===== config.mk =====
export PLATFORM = sky130hd
export DESIGN_NAME = xlat_evt_counters
export DESIGN_NICKNAME = d
export VERILOG_FILES = /design/src/rtl/xlat_evt_counters.sv
export SDC_FILE = /design/constraint.sdc
export NUM_CORES = 2
export LEC_CHECK = 0
export CAP_MARGIN = 20
export CELL_PAD_IN_SITES_DETAIL_PLACEMENT = 0
export CELL_PAD_IN_SITES_GLOBAL_PLACEMENT = 1
export CORE_ASPECT_RATIO = 1.75
export CORE_UTILIZATION = 47
export DETAILED_ROUTE_END_ITERATION = 7
export GPL_TIMING_DRIVEN = 1
export PLACE_DENSITY = 0.87
export REMOVE_ABC_BUFFERS = 1
export SETUP_SLACK_MARGIN = 0.5
export SLEW_MARGIN = 0
export SYNTH_ARGS = -nofsm -noshare
export SYNTH_HDL_FRONTEND = slang
export SYNTH_SLANG_ARGS = --single-unit

===== constraint.sdc =====
create_clock -name clk -period 6.6 [get_ports clk]
set_input_delay 1.32 -clock clk [delete_from_list [all_inputs] [get_ports clk]]
set_output_delay 1.32 -clock clk [all_outputs]
set_load 0.01 [all_outputs]

===== src/rtl/xlat_evt_counters.sv =====
module xlat_evt_counters #(
  parameter int NCNT = 4,
  parameter int CW   = 48,
  parameter int NGRP = 5,
  parameter int SELW = 28,
  parameter int AW   = 12,
  parameter int DW   = 64,
  parameter logic [NGRP*SELW-1:0] GRP_CAP = {28'h0000007, 28'h000000F, 28'h00003FF, 28'h0000061, 28'h000000F},
  parameter logic [4:0] FLT_SUP = 5'h1F
) (
  input  logic                 clk,
  input  logic                 rst_n,
  input  logic                 req_valid,
  output logic                 req_ready,
  input  logic                 req_write,
  input  logic [AW-1:0]        req_addr,
  input  logic [DW-1:0]        req_wdata,
  output logic                 rsp_valid,
  output logic [DW-1:0]        rsp_rdata,
  input  logic [NGRP*SELW-1:0] evt,
  input  logic [15:0]          att_rid,
  input  logic [15:0]          att_dom,
  input  logic [21:0]          att_pasid,
  input  logic [4:0]           att_ats,
  input  logic [4:0]           att_pt,
  output logic                 irq
);
  localparam int NFLT   = 5;
  localparam int FVW    = 22;
  localparam int GW     = 4;
  localparam int CIDX_W = 2;
  localparam logic [AW-1:0] A_CAP  = AW'(12'h000);
  localparam logic [AW-1:0] A_GCAP = AW'(12'h008);
  localparam logic [AW-1:0] A_OVF  = AW'(12'h040);
  localparam logic [AW-1:0] A_INT  = AW'(12'h048);
  localparam logic [AW-1:0] A_CMD  = AW'(12'h050);
  localparam logic [7:0] OP_EN = 8'd1, OP_DIS = 8'd2, OP_FRZ = 8'd3, OP_UNFRZ = 8'd4;

  function automatic logic [FVW-1:0] fmask(input int f);
    case (f)
      0, 1:    fmask = 22'h00FFFF;
      2:       fmask = 22'h3FFFFF;
      default: fmask = 22'h00001F;
    endcase
  endfunction

  logic wr, rd, in_cnt, cmd_wr, ovf_clr, int_clr;
  logic [CIDX_W-1:0] cidx;
  logic [2:0] creg;
  logic [7:0] op, cmd_idx;

  assign req_ready = 1'b1;
  assign wr      = req_valid & req_write;
  assign rd      = req_valid & ~req_write;
  assign in_cnt  = req_addr[AW-1:8] == (AW-8)'(1);
  assign cidx    = req_addr[7:6];
  assign creg    = req_addr[5:3];
  assign cmd_wr  = wr && req_addr == A_CMD;
  assign ovf_clr = wr && req_addr == A_OVF;
  assign int_clr = wr && req_addr == A_INT && req_wdata[0];
  assign op      = req_wdata[7:0];
  assign cmd_idx = req_wdata[15:8];

  logic unused_bits;
  assign unused_bits = ^{req_addr[2:0], req_wdata[DW-1:CW]};

  logic [SELW-1:0] sel_q [NCNT];
  logic [GW-1:0]   grp_q [NCNT];
  logic [CW-1:0]   cnt_q [NCNT];
  logic [FVW-1:0]  fval_q [NCNT][NFLT];
  logic [NFLT-1:0] fen_q [NCNT];
  logic [NCNT-1:0] ie_q, en_q, ovf_q, hit, wrap, cnt_wr, grp_ok, fok;
  logic [SELW-1:0] evg [NCNT];
  logic            frz_q, int_q;
  logic [FVW-1:0]  attr [NFLT];
  logic [DW-1:0]   rdata_n;

  assign attr[0] = {6'b0, att_rid};
  assign attr[1] = {6'b0, att_dom};
  assign attr[2] = att_pasid;
  assign attr[3] = {17'b0, att_ats};
  assign attr[4] = {17'b0, att_pt};

  always_comb begin
    for (int i = 0; i < NCNT; i++) begin
      evg[i]    = '0;
      grp_ok[i] = 1'b0;
      for (int g = 0; g < NGRP; g++) begin
        if (grp_q[i] == GW'(g)) begin
          evg[i]    = evt[g*SELW +: SELW] & GRP_CAP[g*SELW +: SELW];
          grp_ok[i] = 1'b1;
        end
      end
      fok[i] = 1'b1;
      for (int f = 0; f < NFLT; f++)
        if (fen_q[i][f] && fval_q[i][f] != attr[f]) fok[i] = 1'b0;
      hit[i]    = en_q[i] & ~frz_q & grp_ok[i] & (|(evg[i] & sel_q[i])) & fok[i];
      cnt_wr[i] = wr & in_cnt & (cidx == CIDX_W'(i)) & (creg == 3'd1);
      wrap[i]   = hit[i] & (&cnt_q[i]) & ~cnt_wr[i];
    end
  end

  always_ff @(posedge clk) begin
    if (!rst_n) begin
      frz_q <= 1'b0;
      en_q  <= '0;
      ie_q  <= '0;
      ovf_q <= '0;
      int_q <= 1'b0;
      for (int i = 0; i < NCNT; i++) begin
        sel_q[i] <= '0;
        grp_q[i] <= '0;
        cnt_q[i] <= '0;
        fen_q[i] <= '0;
        for (int f = 0; f < NFLT; f++) fval_q[i][f] <= '0;
      end
    end else begin
      if (cmd_wr && op == OP_FRZ)   frz_q <= 1'b1;
      if (cmd_wr && op == OP_UNFRZ) frz_q <= 1'b0;
      for (int i = 0; i < NCNT; i++) begin
        if (cmd_wr && cmd_idx == 8'(i) && op == OP_EN)  en_q[i] <= 1'b1;
        if (cmd_wr && cmd_idx == 8'(i) && op == OP_DIS) en_q[i] <= 1'b0;
        if (wr && in_cnt && cidx == CIDX_W'(i) && creg == 3'd0) begin
          sel_q[i] <= req_wdata[SELW-1:0];
          grp_q[i] <= req_wdata[31:28];
          ie_q[i]  <= req_wdata[32];
        end
        for (int f = 0; f < NFLT; f++) begin
          if (wr && in_cnt && cidx == CIDX_W'(i) && creg == 3'(f + 3)) begin
            fval_q[i][f] <= req_wdata[FVW-1:0] & fmask(f);
            fen_q[i][f]  <= req_wdata[31] & FLT_SUP[f];
          end
        end
        if (cnt_wr[i])   cnt_q[i] <= req_wdata[CW-1:0];
        else if (hit[i]) cnt_q[i] <= cnt_q[i] + CW'(1);
      end
      ovf_q <= (ovf_q & ~(ovf_clr ? req_wdata[NCNT-1:0] : '0)) | wrap;
      int_q <= (int_q & ~int_clr) | (|(ovf_q & ie_q));
    end
  end

  assign irq = int_q;

  always_comb begin
    rdata_n = '0;
    if (req_addr == A_CAP)
      rdata_n = {32'b0, 3'b0, FLT_SUP, 8'(NGRP), 8'(CW), 8'(NCNT)};
    for (int g = 0; g < NGRP; g++)
      if (req_addr == A_GCAP + AW'(8 * g)) rdata_n = DW'(GRP_CAP[g*SELW +: SELW]);
    if (req_addr == A_OVF) rdata_n = DW'(ovf_q);
    if (req_addr == A_INT) rdata_n = DW'(int_q);
    if (req_addr == A_CMD) begin
      rdata_n[NCNT-1:0] = en_q;
      rdata_n[16]       = frz_q;
    end
    if (in_cnt) begin
      for (int i = 0; i < NCNT; i++) begin
        if (cidx == CIDX_W'(i)) begin
          case (creg)
            3'd0: rdata_n = {31'b0, ie_q[i], grp_q[i], sel_q[i]};
            3'd1: rdata_n = DW'(cnt_q[i]);
            3'd2: begin
              rdata_n[7:0]        = 8'(CW);
              rdata_n[8]          = 1'b1;
              rdata_n[16 +: NGRP] = '1;
            end
            default: begin
              rdata_n[FVW-1:0] = fval_q[i][creg - 3'd3];
              rdata_n[31]      = fen_q[i][creg - 3'd3];
            end
          endcase
        end
      end
    end
  end

  always_ff @(posedge clk) begin
    if (!rst_n) begin
      rsp_valid <= 1'b0;
      rsp_rdata <= '0;
    end else begin
      rsp_valid <= rd;
      if (rd) rsp_rdata <= rdata_n;
    end
  end

  AST_RSP_AFTER_READ: assert property (@(posedge clk) disable iff (!rst_n) rd |=> rsp_valid);
  AST_NO_STRAY_RSP: assert property (@(posedge clk) disable iff (!rst_n) !rd |=> !rsp_valid);
  AST_IRQ_RAISE: assert property (@(posedge clk) disable iff (!rst_n) (|(ovf_q & ie_q)) |=> irq);

  for (genvar i = 0; i < NCNT; i++) begin : g_chk
    AST_STEP_ONE: assert property (@(posedge clk) disable iff (!rst_n)
      !cnt_wr[i] |=> (cnt_q[i] - $past(cnt_q[i])) <= CW'(1));
    AST_DISABLED_HOLD: assert property (@(posedge clk) disable iff (!rst_n)
      (!en_q[i] && !cnt_wr[i]) |=> cnt_q[i] == $past(cnt_q[i]));
    AST_FROZEN_HOLD: assert property (@(posedge clk) disable iff (!rst_n)
      (frz_q && !cnt_wr[i]) |=> cnt_q[i] == $past(cnt_q[i]));
    AST_WRAP_FLAG: assert property (@(posedge clk) disable iff (!rst_n)
      wrap[i] |=> (ovf_q[i] && cnt_q[i] == '0));
    AST_OVF_STICKY: assert property (@(posedge clk) disable iff (!rst_n)
      (ovf_q[i] && !(ovf_clr && req_wdata[i])) |=> ovf_q[i]);
  end
endmodule


**Word-level counts from Yosys, hierarchy flattened**

Memory sizes are Yosys's and may differ from the RTL's.
Index checks and enable logic that the tools add are counted.

- Add/subtract/negate cells: 5
- Order comparisons: 2
- Eq/ne operators: 62
- Mux-type cells: 321
- Bitwise operators: 130
- Reductions and logical operators: 89

Operator list:

| operator | number |
|---|---|
| 2-to-1 mux 22 bit | 68 |
| 2-to-1 mux 64 bit | 12 |
| bitwise AND 22 bit | 20 |
| 2-to-1 mux 48 bit | 8 |
| binary-select mux 22 bit (select 3 bit) | 4 |
| one-hot mux 32 bit (2 select lines) | 4 |
| 2-to-1 mux 28 bit | 8 |
| adder 48 x 1 -> 48 bit, second input constant | 4 |
| AND reduction 48 bit | 4 |
| inequality test 22 x 16 -> 1 bit | 8 |
| inequality test 22 x 5 -> 1 bit | 8 |
| 2-to-1 mux 1 bit | 166 |
| bitwise AND 28 bit | 4 |
| OR reduction 28 bit | 4 |
| one-hot mux 9 bit (3 select lines) | 4 |
| 2-to-1 mux 10 bit | 9 |
| inequality test 22 bit | 4 |
| one-hot mux 7 bit (3 select lines) | 4 |
| one-hot mux 9 bit (2 select lines) | 4 |
| logical AND 1 bit | 67 |
| one-hot mux 5 bit (3 select lines) | 4 |
| OR 1 bit | 57 |
| 2-to-1 mux 4 bit | 10 |
| bitwise AND 1 bit | 36 |
| 34 further kinds | 88 |

- Register bits after elaboration: 79
- Memory bits (writable): 780
- Input port bits: 284
- Output and inout port bits: 67
- Word-level logic and storage cells: 627
- Memories kept: 5

Memories:

| name | words | width | rd ports | clocked after memory_dff | write ports | line | text |
|---|---|---|---|---|---|---|---|
| fval_q | 4 | 110 | 4 | 0 | 4 | 70 | `logic [FVW-1:0] fval_q [NCNT][NFLT];` |
| cnt_q | 4 | 48 | 4 | 0 | 4 | 69 | `logic [CW-1:0] cnt_q [NCNT];` |
| sel_q | 4 | 28 | 4 | 0 | 4 | 67 | `logic [SELW-1:0] sel_q [NCNT];` |
| fen_q | 4 | 5 | 4 | 0 | 4 | 71 | `logic [NFLT-1:0] fen_q [NCNT];` |
| grp_q | 4 | 4 | 4 | 0 | 4 | 68 | `logic [GW-1:0] grp_q [NCNT];` |

**Depth between registers and ports, before layout**

- Depth after elaboration: 18
- Mapped depth: 15
- Gate-level depth less buffers: 9

**Worst setup path after synthesis**

Ideal clock, no wire load.

- Path type: input to register
- Start: input port req_addr[3]
- End: memory grp_q[0][0], enable pin
- Library setup time: 0.466 ns
- Arrival: 5.666 ns
- Required time: 6.134 ns
- Setup slack: 0.468 ns
- Stages on the path: 11
- Path buffers: 6
- Path through: buf_4 > inv_1 > clkbuf_1 > clkbuf_1 > ha_1 > nor2b_1 > buf_2 > clkbuf_1 > buf_1 > nand2_1 > o21ai_0

RTL lines:

| item | line | text |
|---|---|---|
| start: declaration | 16 | `input logic [AW-1:0] req_addr,` |
| end: declaration | 68 |  |

==> results.py <==
metrics = {
    "clocking": {
        "postCtsSetupBuffers": 0,
        "clk_pin_slew_worst_paths_ns": 0.07,
        "root_buffer": "clkbuf_16",
        "clock_path_buffers": 3,
        "clk_latency_ns": 0.70,
        "clock-sinks": 659,
        "htree_levels": 2,
        "cts_resized": 0,
        "ctsHoldBuffers": 0,
        "cts-buffers-inserted": 61,
        "cts_tree": "built",
    },
    "yosys": {
        "seq_area_frac_synth": 0.507,
        "synthesis.area_um2": 37800,
        "postSynthCellCount": 3518,
        "ys_async_sr_fraction": 0,
        "synth_ff_type": "edfxtp_1",
        "yosysWarningCount": 0,
        "synth_seq_cells": 659,
        "synth_edf_count": 596,
        "synth_cell_types": 95,
        "syn_avg_cell_area_um2": 10.7,
    },
    "sta": {
        "tightest_slew_ns": 1.24,
        "final_max_slew_viol_count": 0,
        "rsz0062_at_grt": "false",
        "worst_slack_ns": 1.90,
        "slew_headroom": 0.174,
        "setup_viol": 0,
        "fmax_mhz": 213,
        "holdWs_ns": 0.456,
        "fin_worst_skew_ns": 0.0298,
        "post-route-min-period_ns": 4.70,
        "hold_viol": 0,
        "finalCritPeriodShare": 0.712,
    },
    "global_routing": {
        "antenna_found_initial": 10,
        "grt_max_degree": 93,
        "grt_pass1_wl_um": 227000,
        "gr-total-overflow": 0,
        "grt_pass1_vias": 31000,
        "groute.usage.overall": 0.397,
    },
    "worst_setup_path": {
        "cpPeakStageDelay_ns": 0.95,
        "cp-start-kind": "input port",
        "ff2ff_path_depth": 8,
        "crit_path_top_delay_cell": "a22oi_1",
        "crit_top_cell": "buf_4",
        "cp-end-kind": "flop",
        "crit_required_ns": 7.01,
        "path_class": "input port to flop",
        "worstPathArrival_ns": 5.11,
        "critPathMaxFanout": 18,
        "r2r-start": "sel_q[2][9]",
        "path_cells": "clkdlybuf4s50_1 -> a22oi_1 -> a21oi_1 -> a221oi_1 -> nand4_1 -> nand4_2 -> buf_4 -> nand3_2 -> buf_4",
        "rrSetupSlack_ns": 2.63,
        "reg2reg_to": "cnt_q[2][17]",
    },
    "routing": {
        "vias": 32200,
        "route.detailed.drc": 0,
        "via_per_inst": 6.77,
        "wl_um": 163000,
        "wl_per_cell_um": 34.3,
        "ant_nets": 0,
        "dr.pass1.iters": 8,
        "dr.first_iter.drc_count": 4543,
    },
    "placed_design": {
        "dpl.hpwl_um": 119000,
        "dpl_cell_area_um2": 41100,
        "place_ws_ns": 1.42,
        "routabilityCongestion": 1.09,
        "portBuffers": 201,
    },
    "layout": {
        "fill_cells": 7030,
        "drive_above_1_share": 0.103,
        "area_growth_pct": 14.3,
        "design_area_um2": 43200,
        "multiInputGateArea_um2": 17600,
        "mostFrequentLayoutCells": "edfxtp_1, nand2_1, xor2_1",
        "layout.nets": 3956,
        "final_common_cell": "edfxtp_1",
        "seqCellArea_um2": 19200,
    },
    "power": {
        "p_per_area_nw_per_um2": 233,
        "switching_share": 0.277,
        "power.leakage_nw": 14.3,
        "p_switching_mw": 2.78,
        "power_frac_comb": 0.126,
        "ir_drop_v": 0.000274,
        "total_power_mw": 10.1,
        "seqPwrFrac": 0.494,
        "clockPowerShare": 0.381,
        "p_int_mw": 7.28,
    },
    "run": {
        "maxCapViolCount": 0,
    },
    "hold_path": {
        "hold_start": "rsp_rdata[17]",
        "hold_class": "flop to flop",
        "min_to": "rsp_rdata[17]",
        "hold-path-cell-count": 2,
    },
    "floorplanning": {
        "die_w_um": 216,
        "core_um2": 79700,
        "die_area_um2": 81600,
        "start_util": 0.474,
        "row_count": 137,
        "num_io_pins": 351,
        "die_height_um": 377,
    },
    "run_status": {
        "status": "completed",
    },
}
routing by layer:
| metal | part of all wire | track usage | vias to the layer above |
|---|---|---|---|
| li1 | - | - | 13300 |
| met1 | 0.31 | 0.415 | 15500 |
| met2 | 0.47 | 0.648 | 2545 |
| met3 | 0.10 | 0.0963 | 822 |
| met4 | 0.12 | 0.381 | 14 |
| met5 | 0.00064 | 0 | - |
flip-flops by register name (all words and copies together) (netlist names):
signal     count
grp_q         16
ovf_q          4
en_q           4
fval_q       256
sel_q        112
rsp_valid      1
rsp_rdata     48
frz_q          1
ie_q           4
irq            1
fen_q         20
cnt_q        192
cells in the mapped netlist, drive strengths merged, types with 6 or more instances:
master / number / share of area
nor4: 55 / 0.0098
mux4: 42 / 0.025
o21ai: 270 / 0.040
dfxtp: 63 / 0.033
a221o: 21 / 0.0056
nor3b: 6 / 0.0012
nand3: 128 / 0.017
nor3: 43 / 0.0065
or3: 15 / 0.0026
a211oi: 13 / 0.0026
xor2: 290 / 0.067
o31ai: 11 / 0.0022
a222oi: 29 / 0.0077
xnor2: 151 / 0.035
nand4: 77 / 0.013
a22oi: 61 / 0.012
nor2: 176 / 0.018
buf: 101 / 0.017
o2111ai: 6 / 0.0016
a221oi: 58 / 0.013
a2bb2oi: 14 / 0.0032
and2: 268 / 0.044
o41ai: 8 / 0.0026
or2: 8 / 0.0014
o22ai: 25 / 0.0041
ha: 10 / 0.0033
edfxtp: 596 / 0.47
mux2: 10 / 0.0030
nor2b: 14 / 0.0023
a31oi: 12 / 0.0020
clkbuf: 150 / 0.015
nand2b: 14 / 0.0023
a22o: 20 / 0.0046
inv: 35 / 0.0035
a21oi: 107 / 0.014
and4: 22 / 0.0052
mux2i: 65 / 0.017
nand2: 380 / 0.038
and3: 61 / 0.010
critical path: cells and delay by family:
| kind | cells | cell delay [ns] |
|---|---|---|
| buf+inv | 3 | 1.18 |
| compound gates | 3 | 1.45 |
| simple gates | 3 | 1.12 |
metrics by stage:
step / utilization / setup TNS, ns / std cells
3_5_place_dp: 0.515 / 0 / 4639
5_1_grt: 0.542 / 0 / 4756
3_3_place_gp: 0.515 / 0 / 4638
4_1_cts: 0.542 / 0 / 4754
6_report: 0.542 / 0 / 4760
2_1_floorplan: - / -457.83 / 3282
layout make-up:
cell class,instances,area share
clock buffers,76,0.0395
clock inverters,39,0.00898
diodes,4,0.000232
well taps,1042,0.0302
inverters,35,0.00304
repair buffers,317,0.0677
flip-flops and latches,659,0.443
multi-input cells,2588,0.407
power by group through the flow:
stage / sequential (mW) / combinational [mW] / clock (mW)
CTS: 4.95 / 1.21 / 3.81
floorplan: 4.95 / 0.565 / 0
finish: 4.96 / 1.27 / 3.83
global placement: 5.03 / 1.20 / 0
detailed placement: 5.04 / 1.20 / 0
global route: 4.97 / 1.28 / 3.95
worst max path at each step:
stage,to,from,slack (ns),cells past startpoint
floorplan,grp_q[0][0],req_addr[3],-3.00,5
global placement,rsp_rdata[6],req_addr[4],1.42,10
detailed placement,rsp_rdata[6],req_addr[4],1.42,10
CTS,rsp_rdata[21],req_addr[4],2.09,9
global route,cnt_q[2][20],evt[64],1.91,9
finish,cnt_q[2][17],evt[64],1.90,9
kinds of logic (layout without fill, tap and decap cells):
logic type,count (synthesis),count (layout),share of synthesized area
AND/OR/NAND/NOR,1289,1289,0.177
AO/OA/AOI/OAI,714,714,0.130
flip-flops,659,659,0.507
XOR/XNOR,441,441,0.102
buffers and inverters,286,467,0.0350
multiplexers,117,117,0.0452
adder cells (fa/ha/maj),10,10,0.00331
other,2,21,0.000199
Note: power is estimated with default switching activity, not from simulation.
